[src/rtl/fpx_pkg.sv]
package fpx_pkg;

    localparam int unsigned NEXC = 5;

    typedef enum int unsigned {
        EX_INV = 0,
        EX_DVZ = 1,
        EX_OFL = 2,
        EX_UFL = 3,
        EX_INX = 4
    } exc_idx_e;

    typedef logic [NEXC-1:0] exc_vec_t;

    typedef struct packed {
        logic     ac;
        exc_vec_t enables;
        exc_vec_t flags;
    } fpx_state_t;

    // Add the inexact event implied by an untrapped overflow or underflow.
    function automatic exc_vec_t add_implied(exc_vec_t raw, exc_vec_t en);
        exc_vec_t res;
        res = raw;
        if ((raw[EX_OFL] && !en[EX_OFL]) || (raw[EX_UFL] && !en[EX_UFL]))
            res[EX_INX] = 1'b1;
        return res;
    endfunction

    // Keep only the lowest-numbered set bit (highest precedence).
    function automatic exc_vec_t pick_first(exc_vec_t q);
        exc_vec_t res;
        logic     found;
        res   = '0;
        found = 1'b0;
        for (int i = 0; i < int'(NEXC); i++) begin
            if (q[i] && !found) begin
                res[i] = 1'b1;
                found  = 1'b1;
            end
        end
        return res;
    endfunction

endpackage

[src/rtl/fpx_defer.sv]
module fpx_defer
    import fpx_pkg::*;
(
    input  logic     clk,
    input  logic     rst,
    input  logic     exc_valid,
    input  exc_vec_t exc_vec,
    input  logic     wr_en,
    output logic     merge_valid,
    output exc_vec_t merge_vec
);
    logic     pend_valid;
    exc_vec_t pend_vec;
    logic     any_event;

    always_comb begin
        merge_vec   = pend_vec | (exc_valid ? exc_vec : '0);
        any_event   = pend_valid | exc_valid;
        merge_valid = any_event & ~wr_en;
    end

    always_ff @(posedge clk) begin
        if (rst) begin
            pend_valid <= 1'b0;
            pend_vec   <= '0;
        end else if (wr_en) begin
            pend_valid <= any_event;
            pend_vec   <= merge_vec;
        end else begin
            pend_valid <= 1'b0;
            pend_vec   <= '0;
        end
    end
endmodule

[src/rtl/fpx_qualify.sv]
module fpx_qualify
    import fpx_pkg::*;
(
    input  exc_vec_t raw_vec,
    input  exc_vec_t enables,
    output exc_vec_t eff_vec,
    output logic     trap_hit,
    output exc_vec_t trap_pick
);
    exc_vec_t armed;

    always_comb begin
        eff_vec   = add_implied(raw_vec, enables);
        armed     = eff_vec & enables;
        trap_hit  = |armed;
        trap_pick = pick_first(armed);
    end
endmodule

[src/rtl/fp_exc_status.sv]
module fp_exc_status
    import fpx_pkg::*;
#(
    parameter int unsigned WORD_W = 32,
    parameter int unsigned AC_POS = 12,
    parameter int unsigned EN_LSB = 16
) (
    input  logic              clk,
    input  logic              rst,
    input  logic              exc_valid,
    input  logic [4:0]        exc_vec,
    input  logic              wr_en,
    input  logic [WORD_W-1:0] wr_data,
    output logic [WORD_W-1:0] rd_data,
    output logic              ac_mode,
    output logic              trap_valid,
    output logic [4:0]        trap_cause
);
    localparam int unsigned EN_MSB = EN_LSB + NEXC - 1;

    fpx_state_t state_q;
    logic       merge_valid;
    exc_vec_t   merge_vec;
    exc_vec_t   eff_vec;
    logic       trap_hit;
    exc_vec_t   trap_pick;
    fpx_state_t wr_state;

    fpx_defer i_defer (
        .clk        (clk),
        .rst        (rst),
        .exc_valid  (exc_valid),
        .exc_vec    (exc_vec),
        .wr_en      (wr_en),
        .merge_valid(merge_valid),
        .merge_vec  (merge_vec)
    );

    fpx_qualify i_qual (
        .raw_vec  (merge_vec),
        .enables  (state_q.enables),
        .eff_vec  (eff_vec),
        .trap_hit (trap_hit),
        .trap_pick(trap_pick)
    );

    always_comb begin
        wr_state.flags   = wr_data[NEXC-1:0];
        wr_state.enables = wr_data[EN_MSB:EN_LSB];
        wr_state.ac      = wr_data[AC_POS];
    end

    always_ff @(posedge clk) begin
        if (rst) begin
            state_q    <= '0;
            trap_valid <= 1'b0;
            trap_cause <= '0;
        end else if (wr_en) begin
            state_q    <= wr_state;
            trap_valid <= 1'b0;
            trap_cause <= '0;
        end else if (merge_valid) begin
            state_q.flags <= state_q.flags | eff_vec;
            trap_valid    <= trap_hit;
            trap_cause    <= trap_pick;
        end else begin
            trap_valid <= 1'b0;
            trap_cause <= '0;
        end
    end

    always_comb begin
        rd_data                 = '0;
        rd_data[NEXC-1:0]       = state_q.flags;
        rd_data[EN_MSB:EN_LSB]  = state_q.enables;
        rd_data[AC_POS]         = state_q.ac;
        ac_mode                 = state_q.ac;
    end
endmodule

[config.mk]
export PLATFORM = sky130hd
export DESIGN_NAME = fp_exc_status
export DESIGN_NICKNAME = d
export VERILOG_FILES = /design/src/rtl/fpx_pkg.sv /design/src/rtl/fpx_defer.sv /design/src/rtl/fpx_qualify.sv /design/src/rtl/fp_exc_status.sv
export SDC_FILE = /design/constraint.sdc
export NUM_CORES = 1
export LEC_CHECK = 0
export ABC_AREA = 1
export BUFFER_PORTS_ARGS = -buffer_cell sky130_fd_sc_hd__buf_2
export CAP_MARGIN = 40
export CORE_MARGIN = 2
export CORE_UTILIZATION = 44
export CTS_BUF_LIST = sky130_fd_sc_hd__clkbuf_4 sky130_fd_sc_hd__clkbuf_8
export DETAILED_ROUTE_END_ITERATION = 8
export PLACE_DENSITY = 0.87
export SETUP_SLACK_MARGIN = 0.05
export SYNTH_ARGS = -nofsm -noshare
export SYNTH_HDL_FRONTEND = slang
export SYNTH_SLANG_ARGS = --single-unit
[constraint.sdc]
create_clock -name clk -period 2.18 [get_ports clk]
set_clock_uncertainty 0.1 [all_clocks]
set_input_delay 0.218 -clock clk [delete_from_list [all_inputs] [get_ports clk]]
set_output_delay 0.218 -clock clk [all_outputs]
set_load 0.02 [all_outputs]
==> flow_metrics.tcl, run 1 <==
set metrics [dict create \
    status "finished clean" \
    cp-start-kind "register" \
    antenna_found_initial 0 \
    hpwl_um 1610 \
    slowest_stage "dfxtp_1" \
    cts_root_buf "clkbuf_4" \
    start_util 0.469 \
    cts_tree "yes" \
    wl_per_cell_um 10.3 \
    place_area_um2 1170 \
    power.density_nw_per_um2 679 \
    remaining_drc_errors 0 \
    die_h_um 52.8 \
    final_common_cell "buf_2" \
    rows 17 \
    max_freq_mhz 817 \
    grt.total_usage 0.155 \
    crit_fanout 4 \
    end_kind "output pin" \
    worstPathRequired_ns 1.86 \
    yosysWarnings 0 \
    clk_pin_slew_ns 0.12 \
    leakage_nw 0.622 \
    crit_type "reg2out" \
    first_pass_iters 4 \
    cp.arrival_ns 0.91 \
    totalWireLength_um 2020 \
    drtIter0Drc 19 \
    netlist_area_um2 1050 \
    cts_setup_buffers 0 \
    synthDistinctLibCells 20 \
    netlist.top_cell.by_area "dfxtp_1" \
    ios 80 \
    die_w_um 52.8 \
    core_um2 2230 \
    drive_gt1_frac 0.349 \
    period_minus_slack_ns 1.22 \
    synth_seq_cells 23 \
    vias_per_cell 4.40 \
    cp_num_buf_inv 1 \
    grt_pass1_wl_um 3010 \
    htreeDepth 1 \
    cts_sinks 23 \
    slowest_delay_ns 0.40 \
    synthesis.instances 131 \
    irDropWorstVdd_mv 0.351 \
    hold_buffers 0 \
    grt_setup_unrepaired "false" \
    nNetsFinal 211 \
    portBuffers 37 \
    cts.repair.resized 0 \
    cp_top_family "flip-flops" \
    fin_crit_sh 0.562 \
    slew_viol_final 0 \
    yosys.area.top_type_share 0.439 \
    cts_buffers 3 \
    grt_max_degree 14 \
    grt.overflow.total 0 \
    cts_max_path_buffers 2 \
    synth.yosys.seq_area_share 0.439 \
    clk_latency_ns 0.32 \
    num_vias 867 \
    maxCapViolCount 0 \
    synthTopCellsByArea "dfxtp_1 (44%), buf_4 (16%), nand2_1 (7.5%)" \
    final_cell_area_um2 1200 \
    tns_ns 0 \
    hold_class "in2reg" \
    grt_pass1_vias 709 \
    routabilityCongestion 0.720 \
    die_area_um2 2790 \
    cp_cell_sequence "buf_2" \
    finalHoldViolCount 0 \
    antennaDiodeCount 0 \
    setup_viol 0 \
    power_w 0.000817 \
    r2r_slack_ns 1.11 \
    syn_to_final_growth_pct 14.8 \
    final_cell_mix "buf_2 (37), dfxtp_1 (23), nand2_1 (21), conb_1 (21), a21oi_1 (12)" \
    syn_area_per_cell_um2 8.00 \
    ant_nets 0 \
]
-- synth_stat cells, drive strengths merged --
library cell	instances
nand2	29
nor3	1
dfxtp	23
clkinv	1
inv	11
buf	23
conb	1
nor3b	1
o21ai	7
a21oi	14
nand3	8
nand3b	1
nor2	11
-- path summary, 6_finish.rpt --
kind	from	end	cells after the start
hold / removal	rst	rd_data[16]	2
hold reg to reg	ac_mode	ac_mode	2
setup / recovery	rd_data[19]	rd_data[19]	1
setup reg to reg	i_defer.pend_vec[1]	trap_cause[4]	7
-- report_power, final --
part | internal [W] | total [W] | leakage (nW) | switching [W]
combinational | 0.0000453 | 0.000158 | 0.415 | 0.000113
clock | 0.0000842 | 0.000209 | 0.0184 | 0.000125
sequential | 0.000439 | 0.000449 | 0.189 | 0.0000101
total | 0.000569 | 0.000817 | 0.622 | 0.000248
-- registers in the layout, summed over array words and instances (netlist names) --
register,flops
trap_cause,5
i_defer.pend_vec,5
i_defer.pend_valid,1
ac_mode,1
rd_data,10
trap_valid,1
-- routing by layer --
| metal | wire length [um] | vias to the layer above | share of wire | track usage |
|---|---|---|---|---|
| met1 | 868 | 378 | 0.43 | 0.174 |
| li1 | - | 448 | - | - |
| met5 | 0 | - | 0 | 0 |
| met4 | 66 | 0 | 0.033 | 0.128 |
| met3 | 139 | 5 | 0.069 | 0.0229 |
| met2 | 947 | 36 | 0.47 | 0.256 |
-- cells by family after synthesis --
kind of cell,count (synthesis),share of synthesized area
and+or+nand+nor,51,0.243
buffers and inverters,35,0.206
DFF,23,0.439
AOI/OAI and AO/OA,21,0.107
other,1,0.00358
-- through the flow --
stage                     cells  hold slack [ns]   util  worst slack [ns]
after CTS                   197           0.0133  0.539             0.944
final                       197           0.0190  0.539             0.956
after global routing        197           0.0256  0.539             0.912
after global placement      193            0.350  0.525             0.967
after detailed placement    193            0.356  0.525             0.942
after floorplan             151            0.187      -              1.15
-- cell type report --
type | count | area, um2
fill | 224 | 1030
sequential | 23 | 460
multi-input combinational | 93 | 447
timing repair buffer | 37 | 185
inverter | 12 | 46.3
tap | 28 | 35.0
clock buffer | 4 | 30.0
Note: power is estimated with default switching activity, not from simulation.
==> run 2: changes to the inputs <==
--- a/config.mk
+++ b/config.mk
@@ -9,10 +9,10 @@
 export BUFFER_PORTS_ARGS = -buffer_cell sky130_fd_sc_hd__buf_2
 export CAP_MARGIN = 40
 export CORE_MARGIN = 2
-export CORE_UTILIZATION = 44
+export CORE_UTILIZATION = 41
 export CTS_BUF_LIST = sky130_fd_sc_hd__clkbuf_4 sky130_fd_sc_hd__clkbuf_8
 export DETAILED_ROUTE_END_ITERATION = 8
-export PLACE_DENSITY = 0.87
+export PLACE_DENSITY = 0.82
 export SETUP_SLACK_MARGIN = 0.05
 export SYNTH_ARGS = -nofsm -noshare
 export SYNTH_HDL_FRONTEND = slang
==> constraint.sdc (replaced) <==
create_clock -name clk -period 1.15 [get_ports clk]
set_clock_uncertainty 0.1 [all_clocks]
set_input_delay 0.115 -clock clk [delete_from_list [all_inputs] [get_ports clk]]
set_output_delay 0.115 -clock clk [all_outputs]
set_load 0.02 [all_outputs]
==> run 2 against run 1 <==
Net effect: the flow now finishes with violations (negative hold slack); first-iteration DRC count down 16%; design area is 13% higher; via count rose by 9.8%; die area up 6.8%; clock-buffer cell count did not move; global-route usage down 0.94 points; hold slack lost 0.042 ns.
==> flow_metrics.tcl, run 2 (same netlist as run 1, synthesis figures left out) <==
set metrics [dict create \
    cts_buffers 3 \
    final_cell_count_no_fill 213 \
    grt.total_usage 0.146 \
    slowest_stage "dfxtp_2" \
    syn_to_final_growth_pct 29.6 \
    die_w_um 54.6 \
    slowest_delay_ns 0.38 \
    grt_pass1_wl_um 3200 \
    antennaDiodeCount 0 \
    grt_busiest_layer "met2" \
    die_h_um 54.6 \
    crit_cells 1 \
    power.density_nw_per_um2 1170 \
    drtIter0Drc 16 \
    max_freq_mhz 941 \
    power_w 0.00159 \
    rr_worst_depth 5 \
    grt_max_degree 13 \
    start_util 0.427 \
    tns_ns 0 \
    num_vias 952 \
    failed_checks "negative hold slack" \
    totalWireLength_um 2140 \
    wl_per_cell_um 10.1 \
    grt_setup_unrepaired "true" \
    final_cell_mix "buf_2 (35), nand2_1 (21), conb_1 (21)" \
    finalHoldViolCount 1 \
    htreeDepth 1 \
    final_common_cell "buf_2" \
    cp-start-kind "register" \
    fin_ws_ns 0.0876 \
    vias_per_cell 4.47 \
    min_path_cells 3 \
    core_um2 2450 \
    fin_hold_ws_ns -0.0226 \
    met3_usage 0.0219 \
    antenna_found_initial 0 \
    cp_cell_sequence "buf_2" \
    nNetsFinal 225 \
    drive_gt1_frac 0.366 \
    pwr-share-seq 0.539 \
    power.internal_w 0.00111 \
    hold_class "in2reg" \
    irDropWorstVdd_mv 0.562 \
    cp.arrival_ns 0.85 \
    largest_reg_flops 10 \
    hpwl_um 1560 \
    num-fill-cells 237 \
    crit_fanout 4 \
    status "finished with violations" \
    maxCapViolCount 0 \
    gr-usage-met2 0.245 \
    dp_cells 197 \
    ios 80 \
    clk_pin_slew_ns 0.12 \
    crit_type "reg2out" \
    end_kind "output pin" \
    cts_sinks 23 \
    first_pass_iters 4 \
    period_minus_slack_ns 1.06 \
    p_comb_frac 0.216 \
    die_area_um2 2980 \
    cts_max_path_buffers 2 \
    setup_viol 0 \
    regArea_um2 468 \
    grt_pass1_vias 772 \
    grt.overflow.total 0 \
    portBuffers 37 \
    multi_input_area_um2 452 \
    place_ws_ns 0.0950 \
    cts_tree "yes" \
    remaining_drc_errors 0 \
    ant_nets 0 \
    clk_latency_ns 0.30 \
    cp_num_buf_inv 1 \
    fin_crit_sh 0.924 \
    cts_root_buf "clkbuf_4" \
    slew_viol_final 0 \
    routabilityCongestion 0.745 \
    p_sw_w 0.000471 \
    cp_top_family "flip-flops" \
    power.clock.fraction 0.245 \
    worstPathRequired_ns 0.94 \
    met1_usage 0.189 \
    rows 18 \
    leakage_nw 0.685 \
    swShare 0.297 \
]
==> run 2: area by class of cell <==
class	count	share of cell area
Tap cell	30	0.0276
Multi-Input combinational cell	93	0.332
Clock buffer	4	0.0221
Timing Repair Buffer	51	0.239
Sequential cell	23	0.344
Inverter	12	0.0341
==> run 2: worst paths after layout <==
check	start	endpoint	slack [ns]
max reg2reg	i_defer.pend_valid	trap_cause[4]	0.09
min	exc_vec[4]	i_defer.pend_vec[4]	-0.02
min reg2reg	ac_mode	ac_mode	0.38
max	rd_data[20]	rd_data[20]	0.09
==> run 2: metal layers <==
| metal | vias to the layer above | wire length [um] | part of all wire |
|---|---|---|---|
| met4 | 0 | 23 | 0.011 |
| met1 | 432 | 922 | 0.43 |
| li1 | 475 | - | - |
| met2 | 40 | 1040 | 0.49 |
| met3 | 5 | 152 | 0.071 |
| met5 | - | 0 | 0 |
==> run 2: repair_timing <==
item	4_1_cts	5_1_grt
endpoints found under the hold margin	12	0
hold buffers	12	0
buffers inserted	0	0
setup endpoints to repair	2	9
gates resized for setup	2	7
==> run 2: stage by stage <==
stage / hold WS, ns / area (um2) / utilization
floorplan: 0.0841 / 1120 / -
CTS: -0.0170 / 1340 / 0.547
finish: -0.0226 / 1360 / 0.554
global placement: 0.247 / 1190 / 0.485
detailed placement: 0.252 / 1190 / 0.485
global route: 0.0108 / 1360 / 0.554
==> run 2: power by group through the flow <==
stage / clock network (W) / logic, W / registers [W]
final: 0.000388 / 0.000342 / 0.000855
after global routing: 0.000428 / 0.000375 / 0.000861
after CTS: 0.000390 / 0.000335 / 0.000854
after detailed placement: 0 / 0.000303 / 0.000871
after global placement: 0 / 0.000299 / 0.000870
after floorplan: 0 / 0.000231 / 0.000904
==> run 3: changes to the inputs <==
--- a/config.mk
+++ b/config.mk
@@ -5,11 +5,10 @@
 export SDC_FILE = /design/constraint.sdc
 export NUM_CORES = 1
 export LEC_CHECK = 0
-export ABC_AREA = 1
 export BUFFER_PORTS_ARGS = -buffer_cell sky130_fd_sc_hd__buf_2
 export CAP_MARGIN = 40
 export CORE_MARGIN = 2
-export CORE_UTILIZATION = 41
+export CORE_UTILIZATION = 42
 export CTS_BUF_LIST = sky130_fd_sc_hd__clkbuf_4 sky130_fd_sc_hd__clkbuf_8
 export DETAILED_ROUTE_END_ITERATION = 8
 export PLACE_DENSITY = 0.82
==> run 3 against run 2 <==
Net effect: the flow finishes with violations (negative hold slack, negative setup slack); sequential power rose by 0.5%; clock-buffer cell count decreased by 1; utilization rose by 7.6 points; die area rose by 3.9%; highest routed layer unchanged.
==> flow_metrics.tcl, run 3 <==
set metrics [dict create \
    status "finished with violations" \
    failed_checks "negative hold slack, negative setup slack" \
    syn_to_final_growth_pct 40.4 \
    critical_path.reg2reg.startpoint "i_defer.pend_vec[0]" \
    async_flop_share 0 \
    yosys.area.top_type_share 0.411 \
    grt_setup_unrepaired "true" \
    ant_nets 0 \
    max_freq_mhz 848 \
    final_cell_mix "buf_2 (34), conb_1 (21), nor2_1 (19)" \
    ys.flop_type "dfxtp_1" \
    tns_ns -0.0555 \
    die_w_um 55.6 \
    maxCapViolCount 0 \
    htreeDepth 1 \
    place_area_um2 1280 \
    slowest_delay_ns 0.38 \
    startpoint "i_defer.pend_vec[0]" \
    num-fill-cells 180 \
    cp-start-kind "register" \
    rows 18 \
    synthDistinctLibCells 29 \
    hold_buffers 12 \
    final_common_cell "buf_2" \
    cts_root_buf "clkbuf_4" \
    grt.overflow.total 0 \
    die_h_um 55.6 \
    cts_buffers 3 \
    first_pass_iters 4 \
    netlist_area_um2 1120 \
    drive_gt1_frac 0.511 \
    slew_viol_final 0 \
    final_cell_area_um2 1570 \
    portBuffers 37 \
    clk_pin_slew_ns 0.12 \
    synth.yosys.seq_area_share 0.411 \
    cp_top_family "simple AND/OR/NAND/NOR gates" \
    cts_tree "yes" \
    start_util 0.448 \
    end_kind "register" \
    fin_util 0.629 \
    remaining_drc_errors 0 \
    irDropWorstVdd_mv 0.666 \
    hpwl_um 1680 \
    die_area_um2 3100 \
    place_ws_ns -0.0175 \
    ios 80 \
    synth-edff-count 0 \
    netlist.top_cell.by_area "dfxtp_1" \
    leakage_nw 0.755 \
    netlist_top_cells_count "buf_4 (23), dfxtp_1 (23), nor2_1 (21)" \
    vias_per_cell 4.63 \
    grt.total_usage 0.148 \
    antenna_found_initial 0 \
    nNetsFinal 218 \
    multi_input_area_um2 597 \
    slowest_stage "dfxtp_4" \
    clk_latency_ns 0.32 \
    cp_cell_sequence "a21oi_2, nand2b_4, nand3_4, nor3b_2" \
    fin_ws_ns -0.0292 \
    cts_sinks 23 \
    synth_seq_cells 23 \
    setup_viol 2 \
    grt_pass1_vias 853 \
    crit_fanout 4 \
    fin_hold_ws_ns -0.0619 \
    cts_max_path_buffers 2 \
    period_minus_slack_ns 1.18 \
    wl_per_cell_um 12.5 \
    hold_class "in2reg" \
    crit_type "reg2reg" \
    synthesis.instances 116 \
    grt_max_degree 14 \
    synthTopCellsByArea "dfxtp_1 (41%), buf_4 (15%), nor2_1 (7.0%)" \
    worstPathRequired_ns 1.31 \
    fin_crit_sh 1.03 \
    min_from "exc_vec[4]" \
    yosysWarnings 0 \
    power.density_nw_per_um2 1060 \
    num_vias 954 \
    largest_reg_flops 10 \
    cp_num_buf_inv 0 \
    totalWireLength_um 2570 \
    routabilityCongestion 0.763 \
    finalHoldViolCount 2 \
    drtIter0Drc 17 \
    core_um2 2500 \
    cp.arrival_ns 1.34 \
    antennaDiodeCount 0 \
    syn_area_per_cell_um2 9.65 \
    regArea_um2 485 \
    grt_pass1_wl_um 3680 \
]
## run 3: final cells by class
cell class,instances,share of cell area
multi-input cells,86,0.379
flip-flops and latches,23,0.309
repair buffers,62,0.268
well taps,30,0.0239
clock buffers,3,0.0143
clock inverters,1,0.00318
inverters,1,0.00239
## run 3: repair_timing
action / CTS / global route
endpoints found under the setup margin: 10 / 13
buffers inserted: 1 / 4
cloned: 0 / 0
hold endpoints to repair: 14 / 2
pin swaps: 1 / 14
gates resized for setup: 11 / 23
## run 3: kinds of logic after synthesis
group | Yosys count | synth area share
flip-flops | 23 | 0.411
buffers and inverters | 27 | 0.175
AO/OA/AOI/OAI | 11 | 0.103
other | 1 | 0.00335
multiplexers | 6 | 0.0536
AND/OR/NAND/NOR | 48 | 0.254
## run 3: worst reg2reg max path, delay by kind of cell, from the launching register on
kind	cells	cell delay [ns]
AO/OA/AOI/OAI	1	0.16
flip-flops	1	0.38
AND/OR/NAND/NOR	3	0.47
## run 3: final timing paths
kind / slack [ns] / cells past startpoint / end
setup / recovery: -0.03 / 4 / trap_cause[3]
hold / removal: -0.06 / 3 / i_defer.pend_vec[4]
setup reg to reg: -0.03 / 4 / trap_cause[3]
hold reg to reg: 0.39 / 2 / i_defer.pend_vec[4]
## run 3: routing by layer
metal	part of all wire	global-route usage	up-vias
li1	-	-	461
met1	0.39	0.182	447
met4	0.014	0.0627	0
met5	0	0	-
met3	0.069	0.0302	5
met2	0.53	0.250	41
## run 3: where the power goes
group,switching (W),leakage (nW),internal (W),total (W)
combinational,0.000245,0.544,0.000184,0.000430
sequential,0.0000284,0.194,0.000830,0.000859
clock,0.000247,0.0177,0.000131,0.000378
## run 3: stage by stage
stage          hold slack (ns)  std cells  power [W]
2_1_floorplan           0.0812        136    0.00118
3_3_place_gp             0.248        185    0.00122
3_5_place_dp             0.258        185    0.00123
4_1_cts                -0.0400        202    0.00162
5_1_grt                -0.0260        206    0.00174
6_report               -0.0619        206    0.00167
